<file path="config.mk">
export PLATFORM = sky130hd
export DESIGN_NAME = bus_perm_guard
export DESIGN_NICKNAME = d
export VERILOG_FILES = /design/src/rtl/bpg_pkg.sv /design/src/rtl/bpg_mode_sel.sv /design/src/rtl/bpg_region_file.sv /design/src/rtl/bpg_region_match.sv /design/src/rtl/bpg_viol_rec.sv /design/src/rtl/bus_perm_guard.sv
export SDC_FILE = /design/constraint.sdc
export NUM_CORES = 2
export LEC_CHECK = 0
export BUFFER_PORTS_ARGS = -buffer_cell sky130_fd_sc_hd__buf_2
export CELL_PAD_IN_SITES_DETAIL_PLACEMENT = 1
export CELL_PAD_IN_SITES_GLOBAL_PLACEMENT = 2
export CORE_UTILIZATION = 39
export DETAILED_ROUTE_END_ITERATION = 6
export HOLD_SLACK_MARGIN = 0.15
export PLACE_DENSITY = 0.86
export SETUP_SLACK_MARGIN = 0.4
export SYNTH_ARGS = -nofsm -noshare
export SYNTH_HDL_FRONTEND = slang
export SYNTH_SLANG_ARGS = --single-unit
export TNS_END_PERCENT = 1
</file>
<file path="constraint.sdc">
create_clock -name clk -period 6.05 [get_ports clk]
set_input_delay 0.9075 -clock clk [delete_from_list [all_inputs] [get_ports clk]]
set_output_delay 0.9075 -clock clk [all_outputs]
set_load 0.05 [all_outputs]
</file>
<file path="src/rtl/bpg_pkg.sv">
package bpg_pkg;
  localparam int NUM_MODES = 4;
  localparam int ENA_BIT   = 3 * NUM_MODES;
  localparam int PERM_W    = ENA_BIT + 1;

  localparam logic [1:0] MODE_TRUSTED = 2'd0;

  localparam logic [1:0] ACC_RD = 2'd0;
  localparam logic [1:0] ACC_WR = 2'd1;
  localparam logic [1:0] ACC_EX = 2'd2;

  localparam logic [1:0] RSN_NONE     = 2'd0;
  localparam logic [1:0] RSN_NOREGION = 2'd1;
  localparam logic [1:0] RSN_PERM     = 2'd2;

  localparam logic [1:0] FLD_LO   = 2'd0;
  localparam logic [1:0] FLD_HI   = 2'd1;
  localparam logic [1:0] FLD_PERM = 2'd2;
  localparam logic [1:0] FLD_UMOD = 2'd3;
endpackage

</file>
<file path="src/rtl/bpg_mode_sel.sv">
module bpg_mode_sel
  import bpg_pkg::*;
(
  input  logic       clk,
  input  logic       rst_n,
  input  logic       cfg_we,
  input  logic [1:0] cfg_field,
  input  logic [1:0] cfg_mode,
  input  logic       req_is_cpu,
  input  logic       req_cpu_machine,
  input  logic [1:0] req_mode,
  output logic [1:0] eff_mode
);
  logic [1:0] user_mode_q;

  // user-mode register; 0 is replaced by 1 so it always names a less-trusted mode
  always_ff @(posedge clk or negedge rst_n) begin
    if (!rst_n) begin
      user_mode_q <= 2'd1;
    end else if (cfg_we && cfg_field == FLD_UMOD) begin
      user_mode_q <= (cfg_mode == MODE_TRUSTED) ? 2'd1 : cfg_mode;
    end
  end

  always_comb begin
    if (!req_is_cpu)          eff_mode = req_mode;
    else if (req_cpu_machine) eff_mode = MODE_TRUSTED;
    else                      eff_mode = user_mode_q;
  end
endmodule

</file>
<file path="src/rtl/bpg_region_file.sv">
module bpg_region_file
  import bpg_pkg::*;
#(
  parameter int AW   = 32,
  parameter int NREG = 16,
  localparam int IDX_W = $clog2(NREG)
) (
  input  logic              clk,
  input  logic              rst_n,
  input  logic              cfg_we,
  input  logic [IDX_W-1:0]  cfg_idx,
  input  logic [1:0]        cfg_field,
  input  logic [AW-1:0]     cfg_wdata,
  output logic [AW-1:0]     rgn_lo   [NREG],
  output logic [AW-1:0]     rgn_hi   [NREG],
  output logic [PERM_W-1:0] rgn_perm [NREG]
);
  // one write strobe, field code picks the register, region number picks the slot
  always_ff @(posedge clk or negedge rst_n) begin
    if (!rst_n) begin
      for (int i = 0; i < NREG; i++) begin
        rgn_lo[i]   <= '0;
        rgn_hi[i]   <= '0;
        rgn_perm[i] <= '0;
      end
    end else if (cfg_we) begin
      for (int i = 0; i < NREG; i++) begin
        if (cfg_idx == IDX_W'(i)) begin
          case (cfg_field)
            FLD_LO:   rgn_lo[i]   <= cfg_wdata;
            FLD_HI:   rgn_hi[i]   <= cfg_wdata;
            FLD_PERM: rgn_perm[i] <= cfg_wdata[PERM_W-1:0];
            default:  ;
          endcase
        end
      end
    end
  end
endmodule

</file>
<file path="src/rtl/bpg_region_match.sv">
module bpg_region_match
  import bpg_pkg::*;
#(
  parameter int AW   = 32,
  parameter int NREG = 16,
  localparam int IDX_W = $clog2(NREG)
) (
  input  logic [AW-1:0]     addr,
  input  logic [1:0]        mode,
  input  logic [1:0]        acc_type,
  input  logic [AW-1:0]     rgn_lo   [NREG],
  input  logic [AW-1:0]     rgn_hi   [NREG],
  input  logic [PERM_W-1:0] rgn_perm [NREG],
  output logic              found,
  output logic              granted
);
  logic [NREG-1:0]   hit;
  logic [IDX_W-1:0]  sel;
  logic [PERM_W-1:0] sel_perm;
  logic [2:0]        mode_bits;

  // inclusive bounds, enable gate, one comparator pair per region
  for (genvar g = 0; g < NREG; g++) begin : g_cmp
    assign hit[g] = rgn_perm[g][ENA_BIT] &&
                    (addr >= rgn_lo[g]) && (addr <= rgn_hi[g]);
  end

  // scan from the top so the lowest matching index is the last written
  always_comb begin
    sel   = '0;
    found = 1'b0;
    for (int i = NREG - 1; i >= 0; i--) begin
      if (hit[i]) begin
        sel   = IDX_W'(i);
        found = 1'b1;
      end
    end
  end

  assign sel_perm = rgn_perm[sel];

  // three bits per mode, read at +0, write at +1, execute at +2
  always_comb begin
    case (mode)
      2'd0:    mode_bits = sel_perm[2:0];
      2'd1:    mode_bits = sel_perm[5:3];
      2'd2:    mode_bits = sel_perm[8:6];
      default: mode_bits = sel_perm[11:9];
    endcase
  end

  always_comb begin
    case (acc_type)
      ACC_RD:  granted = found && mode_bits[0];
      ACC_WR:  granted = found && mode_bits[1];
      ACC_EX:  granted = found && mode_bits[2];
      default: granted = 1'b0;
    endcase
  end
endmodule

</file>
<file path="src/rtl/bpg_viol_rec.sv">
module bpg_viol_rec
  import bpg_pkg::*;
#(
  parameter int AW    = 32,
  parameter int MID_W = 4
) (
  input  logic             clk,
  input  logic             rst_n,
  input  logic             viol,
  input  logic [MID_W-1:0] viol_mid,
  input  logic [1:0]       viol_mode,
  input  logic [AW-1:0]    viol_addr,
  input  logic [1:0]       viol_reason,
  input  logic             rec_clr,
  input  logic             irq_en,
  output logic             irq,
  output logic             rec_valid,
  output logic             rec_ovf,
  output logic [MID_W-1:0] rec_mid,
  output logic [1:0]       rec_mode,
  output logic [AW-1:0]    rec_addr,
  output logic [1:0]       rec_reason
);
  logic take;

  // capture into an empty record, or into one being cleared this cycle
  assign take = viol && (!rec_valid || rec_clr);

  always_ff @(posedge clk or negedge rst_n) begin
    if (!rst_n) begin
      rec_valid <= 1'b0;
      rec_ovf   <= 1'b0;
    end else if (rec_clr) begin
      rec_valid <= viol;
      rec_ovf   <= 1'b0;
    end else if (viol) begin
      if (rec_valid) rec_ovf <= 1'b1;
      rec_valid <= 1'b1;
    end
  end

  always_ff @(posedge clk or negedge rst_n) begin
    if (!rst_n) begin
      rec_mid    <= '0;
      rec_mode   <= '0;
      rec_addr   <= '0;
      rec_reason <= RSN_NONE;
    end else if (take) begin
      rec_mid    <= viol_mid;
      rec_mode   <= viol_mode;
      rec_addr   <= viol_addr;
      rec_reason <= viol_reason;
    end
  end

  // level interrupt gated by the enable
  assign irq = irq_en && rec_valid;
endmodule

</file>
<file path="src/rtl/bus_perm_guard.sv">
module bus_perm_guard
  import bpg_pkg::*;
#(
  parameter int          AW         = 32,
  parameter int          MID_W      = 4,
  parameter int          NREG       = 16,
  parameter logic [31:0] BOOTROM_LO = 32'h4000_0000,
  parameter logic [31:0] BOOTROM_HI = 32'h4001_FFFF,
  parameter logic [31:0] ISRAM_LO   = 32'h4080_0000,
  parameter logic [31:0] ISRAM_HI   = 32'h408F_FFFF,
  localparam int IDX_W = $clog2(NREG)
) (
  input  logic             clk,
  input  logic             rst_n,
  input  logic             cfg_we,
  input  logic [IDX_W-1:0] cfg_idx,
  input  logic [1:0]       cfg_field,
  input  logic [AW-1:0]    cfg_wdata,
  input  logic             req_valid,
  input  logic [MID_W-1:0] req_mid,
  input  logic             req_is_cpu,
  input  logic             req_cpu_machine,
  input  logic [1:0]       req_mode,
  input  logic [AW-1:0]    req_addr,
  input  logic [1:0]       req_type,
  input  logic             req_pmp_ok,
  output logic             dec_allow,
  output logic             dec_deny,
  input  logic             irq_en,
  input  logic             rec_clr,
  output logic             irq,
  output logic             rec_valid,
  output logic             rec_ovf,
  output logic [MID_W-1:0] rec_mid,
  output logic [1:0]       rec_mode,
  output logic [AW-1:0]    rec_addr,
  output logic [1:0]       rec_reason
);
  logic [1:0]        eff_mode;
  logic [AW-1:0]     rgn_lo   [NREG];
  logic [AW-1:0]     rgn_hi   [NREG];
  logic [PERM_W-1:0] rgn_perm [NREG];
  logic              found;
  logic              granted;
  logic              bypass;
  logic              run_check;
  logic              viol;

  bpg_mode_sel u_mode (
    .clk             (clk),
    .rst_n           (rst_n),
    .cfg_we          (cfg_we),
    .cfg_field       (cfg_field),
    .cfg_mode        (cfg_wdata[1:0]),
    .req_is_cpu      (req_is_cpu),
    .req_cpu_machine (req_cpu_machine),
    .req_mode        (req_mode),
    .eff_mode        (eff_mode)
  );

  bpg_region_file #(.AW(AW), .NREG(NREG)) u_rfile (
    .clk       (clk),
    .rst_n     (rst_n),
    .cfg_we    (cfg_we),
    .cfg_idx   (cfg_idx),
    .cfg_field (cfg_field),
    .cfg_wdata (cfg_wdata),
    .rgn_lo    (rgn_lo),
    .rgn_hi    (rgn_hi),
    .rgn_perm  (rgn_perm)
  );

  bpg_region_match #(.AW(AW), .NREG(NREG)) u_match (
    .addr     (req_addr),
    .mode     (eff_mode),
    .acc_type (req_type),
    .rgn_lo   (rgn_lo),
    .rgn_hi   (rgn_hi),
    .rgn_perm (rgn_perm),
    .found    (found),
    .granted  (granted)
  );

  // fixed windows that only need the CPU-side verdict
  assign bypass = ((req_addr >= AW'(BOOTROM_LO)) && (req_addr <= AW'(BOOTROM_HI))) ||
                  ((req_addr >= AW'(ISRAM_LO))   && (req_addr <= AW'(ISRAM_HI)));

  // region check only runs after a passing CPU-side verdict
  assign run_check = req_valid && !bypass && req_pmp_ok;
  assign viol      = run_check && !granted;

  // one verdict per valid request, same cycle
  always_comb begin
    if (!req_valid)  dec_allow = 1'b0;
    else if (bypass) dec_allow = req_pmp_ok;
    else             dec_allow = run_check && granted;
  end
  assign dec_deny = req_valid && !dec_allow;

  bpg_viol_rec #(.AW(AW), .MID_W(MID_W)) u_rec (
    .clk         (clk),
    .rst_n       (rst_n),
    .viol        (viol),
    .viol_mid    (req_mid),
    .viol_mode   (eff_mode),
    .viol_addr   (req_addr),
    .viol_reason (found ? RSN_PERM : RSN_NOREGION),
    .rec_clr     (rec_clr),
    .irq_en      (irq_en),
    .irq         (irq),
    .rec_valid   (rec_valid),
    .rec_ovf     (rec_ovf),
    .rec_mid     (rec_mid),
    .rec_mode    (rec_mode),
    .rec_addr    (rec_addr),
    .rec_reason  (rec_reason)
  );
endmodule

</file>
Yosys cells after proc, flatten, opt, wreduce, memory -nomap -nowiden --
Index checks and enable logic that the tools add are counted.
Operators by class: $add $sub $neg 0, multipliers 0, div/mod/pow operators 0, $lt $le $gt $ge 37, equal/unequal tests 22, shift operators 0, muxes and demuxes 48, bitwise logic cells 1, reductions and logical operators 107
Operators with widths (number):
- $ge 32x32->1 | 16
- $le 32x32->1 | 16
- $reduce_and 3->1 | 48
- $ge 32x31->1 const B | 2
- $le 32x31->1 const B | 2
- $mux 4 | 16
- $bmux 13 s4 | 1
- $logic_and 1x1->1 | 45
- $eq 4x4->1 const B | 8
- $mux 12 | 2
- $mux 1 | 23
- $eq 4x3->1 const B | 4
- $pmux 3 s3 | 1
- $eq 2x2->1 const B | 4
- $eq 4x2->1 const B | 2
- $logic_not 2->1 | 4
- $mux 2 | 4
- $eq 2x1->1 const B | 3
- $ge 5x5->1 const B | 1
- $not 4->5 | 1
- $eq 4x1->1 const B | 1
- $logic_not 1->1 | 4
- $logic_not 4->1 | 1
- $reduce_bool 2->1 | 2
- other kinds (3) | 4
Storage, ports and cells: register bits after elaboration 1276, latch bits 0, bits in writable memories 0, ROM bits 0, input bits 87, output and inout bits 45, logic and storage cells 270, memories kept 0

Longest topological paths before layout --
depth after elaboration 31, depth in mapped cells 23, mapped depth without buffers 18

Cells and area by module --
A second synthesis with hierarchy kept.
Second synthesis, totals: cells, all modules 6806, area, all modules 76194.3 um^2
Modules (own cells, without submodules):
- bpg_region_file | times used 1, cells each 2773, area each 46279.4 um^2, seq. area each 30829.6 um^2
- bpg_region_match | times used 1, cells each 3917, area each 27920.5 um^2, seq. area each 0.0 um^2
- bpg_viol_rec | times used 1, cells each 92, area each 1779.2 um^2, seq. area each 1051.0 um^2
- bpg_mode_sel | times used 1, cells each 12, area each 130.1 um^2, seq. area each 51.3 um^2
- bus_perm_guard | times used 1, cells each 12, area each 85.1 um^2, seq. area each 0.0 um^2

Least setup slack after synthesis --
Ideal clock, no wire load.
kind input port to output port, start input port req_addr[0], end output port dec_deny, data arrival time 6431 ps, setup slack -1289 ps, stages on the path 20, path buffers 2, path through inv_1 ha_1 nand2b_1 a2111o_1 a31oi_1 a2bb2oi_1 a211oi_2 o32ai_1 a21oi_2 o211ai_2 and2_4 buf_6 buf_8 mux2_1 a221o_1 o311a_1 a211oi_2 o22ai_2 a32o_1 a21boi_0
Between the ends: cells in the longest elaborated chain, start to end 31, elaborated cells on any way between the ends 120
RTL lines:
- start, declared | line bus_perm_guard.sv:24 | input logic [AW-1:0] req_addr,
- $ge 32x32->1 | line bpg_region_match.sv:25 | (addr >= rgn_lo[g]) && (addr <= rgn_hi[g]);
- $logic_and 1x1->1 | line bpg_region_match.sv:24 | assign hit[g] = rgn_perm[g][ENA_BIT] &&
- $logic_and 1x1->1 | line bpg_region_match.sv:25
- $mux 4 (16 in a row) | line bpg_region_match.sv:33 | if (hit[i]) begin
- $not 4->5 (not written as such) | line bpg_region_match.sv:40 | assign sel_perm = rgn_perm[sel];
- $bmux 13 s4 | line bpg_region_match.sv:40
- $mux 12 (not written as such) (2 in a row) | line bpg_region_match.sv:40
- $pmux 3 s3 | line bpg_region_match.sv:44 | case (mode)
- $logic_and 1x1->1, on equally long branches | line bpg_region_match.sv:56, bpg_region_match.sv:54, bpg_region_match.sv:55
- $pmux 1 s3 | line bpg_region_match.sv:53 | case (acc_type)
- $logic_and 1x1->1 | line bus_perm_guard.sv:96 | else dec_allow = run_check && granted;
- $mux 1 * | line bus_perm_guard.sv:95 | else if (bypass) dec_allow = req_pmp_ok;
- $mux 1 * | line bus_perm_guard.sv:94 | if (!req_valid) dec_allow = 1'b0;
- $logic_not 1->1 * | line bus_perm_guard.sv:98 | assign dec_deny = req_valid && !dec_allow;
- $logic_and 1x1->1 * | line bus_perm_guard.sv:98
- end, declared | line bus_perm_guard.sv:28 | output logic dec_deny,
Mark *: on every way between the ends. The rest lies on a longest branch, timed or not. The select of a mux whose other input is x is not followed.

Worst setup path in the final report --
start input port req_addr[5], end output port dec_deny
The elaborated chain is that of the path after synthesis.

==> run summary <==
The run finished, with violations left. The final reports fail on negative setup slack. The number of design-rule violations left by the first detailed-router iteration came out at 3647. The switching part of the total power is 32.8%, and the endpoint required time on the critical path is 5.14 ns. The post-layout worst setup margin is -1.28 ns, and the via-per-instance ratio is 5.63.

The worst pin sits at a relative slew slack of 17.6%. In this run the worst hold path is classified as input pin to flop. Core box area: 193000 µm². The type of element capturing the critical path is an output port. The first-pass GRT wire length is 413 mm. The path with the worst hold slack has its endpoint at u_rec.rec_mid[2]. For this run, the total global-route usage over all layers was measured as 27.6%.

After technology mapping, the gate count stands at 7265. dfrtp_1 takes more of the synthesized area than any other cell. The H-tree was split into 4 levels. The logs give 197000 µm² for the area enclosed by the die boundary and 30.6% for the combinational share of power. At the pin with the least slew margin, the transition time is 1.23 ns. The root buffer cell chosen for the clock tree is clkbuf_16.

The worst register-to-register path ends at u_rec.rec_mid[3]. The area growth from synthesis to layout is 22.3%. The analysis attributes to net switching a power of 9.57 mW. In this run the power density over the cells is 313 nW/µm². IR analysis of the VDD net gives a maximum drop of 0.000231 V.

The tools report the total design power as 29.1 mW. The synthesized design devotes to its leading area cell type 42.0% of total area. The proportion of synthesized flip-flops having asynchronous set or reset is 100%, and the mean area per synthesized cell is 10.5 µm².

The timing-limited maximum frequency was 0.136 GHz. The most common cell in the synthesized netlist is dfrtp_1. The total overflow left after global routing is 0.

For the count of pins over their slew limit, the log shows 0. The clock passes through at most 3 buffers. In the final design database the tool counted 9242 nets.

The arrival time at the worst endpoint is 6.42 ns, and the number of cells on the worst hold path is 2. Counting flops with a built-in enable in the synthesized netlist gives 0. For this run, the leading register cell type out of synthesis is dfrtp_1.

For the number of antenna violations at the first check in global routing, the log shows 15. The reg2reg setup slack is -0.05 ns, and the number of sinks handled by clock tree synthesis is 1276. Counting every net in the synthesized netlist gives 8379. Measured along the y axis, the die boundary spans 443 µm.

Of the available clock period, the critical path in the final layout requires 121%. Of all nets on the critical path, the largest fanout is 8. The hold path startpoint is req_mid[2]. The clock reaches the later pin of the worst-skew pair after 0.82 ns.

The total of warnings raised by yosys is 0. The worst setup path is launched from an input pin. Once detailed placement completed, the half-perimeter wirelength came to 188 mm. Sequential cells burn 36.2% of the power.

Stage delay of the slowest cell on the critical path: 0.45 ns. The number of cells on the worst reg-to-reg path is 29. After detailed routing, the total wire length is 273 mm.

The startpoint identified for the worst register-to-register timing path is u_rfile.rgn_hi[236]. Setup total negative slack on the finished layout was measured at -5.00 ns. Setup repair after global routing could not meet its margin everywhere.

Prior to clock tree synthesis, the placed netlist has a worst setup slack of -2.01 ns. The tools report the number of vias after detailed routing as 60700. Once detail routing completed, the nets flagged for antenna violations numbered 0. In this run the core area contains 161 standard-cell rows. Number of failing setup endpoints in the final timing report: 31. The tools report the final core utilization as 48.2%. Entering global routing, the biggest net connects 156 pins. Total of buffers placed on input and output ports: 131. Of the total power, the clock network draws 33.2%. The logs give 0 for the max-cap violation count and 100 for the number of distinct standard cells referenced by the synthesized netlist. The number of flip-flops and latches in the synthesized netlist works out to 1276.

The analysis attributes to cell leakage a power of 45.1 nW. The via count of the first global-routing pass was 65900; the fraction of final layout cells with drive strength greater than 1 was 30.0%. The hold violation count in the final report is 0, and the post-route DRC violation count is 0.

The starting density of the core was 39.4%. The tools report the worst setup skew after layout as 0.0374 ns. The detailed-router iteration count before antenna repair is 6. After detailed routing, the average wire length per cell comes to 25.3 µm.

132 I/O pins were placed. The internal power contribution was 19.6 mW; the clock transition time at the flip-flop clock pins of the worst setup and hold paths was 0.06 ns. The width of the chip works out to 443 µm. Among all stages on the critical path, the largest delay is contributed by nand4_1. Critical path class: input pin to output port. After synthesis, the cell types taking the most area are dfrtp_1 (42%), ha_1 (17%), mux2_2 (14%), inv_1 (5.2%), o21ai_0 (3.3%). After synthesis, the most frequently instantiated cells are dfrtp_1 (1275), inv_1 (1046), ha_1 (1027), mux2_2 (928), nand2_1 (578). The mapped netlist covers 76000 µm².

TritonCTS built the clock tree. The number of CTS-inserted buffers was 151. The congestion estimate from routability-driven global placement came to 0.920. The worst path in the final design needs a cycle of 7.33 ns, including I/O delays and setup.

For the share of synthesized area occupied by flip-flops and latches, the log shows 42.0%.
[cells in the final DEF (no fill, tap or decap), types with 15 or more instances in the layout]
master	Yosys	final
a211o_1	21	20
o21ai_1	7	17
mux2_2	928	927
o21a_1	29	28
clkinv_2	0	26
and4_1	30	29
clkbuf_8	0	29
nand3_1	125	120
inv_1	1046	1042
mux2_4	38	42
and3_1	25	24
a21oi_1	317	298
mux2i_1	36	34
buf_12	5	67
nor2_1	141	125
ha_4	0	20
a21o_1	104	103
nand2b_1	28	26
nor4_1	25	16
nor2b_1	38	37
buf_2	10	108
clkbuf_1	204	21
a21oi_2	2	16
buf_4	2	782
dfrtp_1	1275	1275
o211ai_1	34	34
o21ai_0	498	481
nand2_1	578	569
nor3_1	53	45
a31oi_1	21	17
a211oi_1	65	62
nand4_1	158	158
ha_1	1027	1007
clkbuf_16	0	155
bufinv_16	0	15
buf_6	6	48
[sequential cells by signal, indices dropped and copies added, names as in the netlist]
signal	flops
u_rec.rec_mode	2
u_rec.rec_valid	1
u_mode.user_mode_q	2
u_rfile.rgn_lo	512
u_rfile.rgn_perm	208
u_rec.rec_ovf	1
u_rec.rec_addr	32
u_rec.rec_reason	2
u_rfile.rgn_hi	512
u_rec.rec_mid	4
[how the worst max path moves through the flow]
stage            startpoint       end
2_1_floorplan   req_addr[0]  dec_deny
3_3_place_gp   req_addr[19]  dec_deny
3_5_place_dp   req_addr[19]  dec_deny
4_1_cts         req_addr[9]  dec_deny
5_1_grt        req_addr[12]  dec_deny
6_report        req_addr[5]  dec_deny
[timing repair]
item | CTS | global route
pin swaps | 96 | 34
buffers inserted | 59 | 8
hold buffers | 1 | 0
endpoints found under the hold margin | 60 | 0
resized for setup | 270 | 51
gates cloned | 5 | 0
setup endpoints to repair | 44 | 44
[metal layers]
layer / GRT usage, % / vias to the layer above / part of all wire (%)
met3: 3.37 / 526 / 4.3
met2: 46.5 / 1398 / 48
met4: 12.3 / 0 / 5.0
li1: - / 27200 / -
met1: 35.5 / 31600 / 43
met5: 0 / - / 0
[power groups by stage]
stage | clock network, mW | logic, mW | registers (mW)
6_report | 9.66 | 8.91 | 10.6
5_1_grt | 10.1 | 9.70 | 10.7
4_1_cts | 9.81 | 8.78 | 10.5
3_5_place_dp | 0 | 8.16 | 10.7
3_3_place_gp | 0 | 7.74 | 10.6
2_1_floorplan | 0 | 4.48 | 10.7
[cell families after synthesis]
kind of cell | Yosys count | synth area share [%]
buffers and inverters | 1353 | 6.91
AO/OA/AOI/OAI | 1324 | 11.0
AND/OR/NAND/NOR | 1277 | 8.12
flip-flops | 1276 | 42.0
adder cells (fa/ha/maj) | 1027 | 16.9
multiplexers | 1008 | 15.1
[final cells by class]
cell class	instances	area, µm²
diodes	7	17.5
repair buffers	1016	8530
inverters	1047	3940
flip-flops and latches	1276	31900
clock inverters	70	856
fillers	21000	100000
multi-input cells	4636	40200
well taps	2526	3160
clock buffers	204	4330
[worst max-delay path, delay by kind of cell]
kind,cells,cell delay [ns]
AO/OA/AOI/OAI,10,2.13
buffers and inverters,14,2.09
AND/OR/NAND/NOR,5,0.96
adder cells (fa/ha/maj),1,0.29
[stage by stage]
| stage | cell area (µm²) | instances | hold WS, ns |
|---|---|---|---|
| floorplan | 76000 | 7265 | 0.458 |
| global placement | 85400 | 10400 | 0.469 |
| detailed placement | 85400 | 10400 | 0.486 |
| CTS | 92600 | 10800 | 0.298 |
| global route | 92900 | 10800 | 0.325 |
| finish | 92900 | 10800 | 0.342 |
Note: power is estimated with default switching activity, not from simulation.
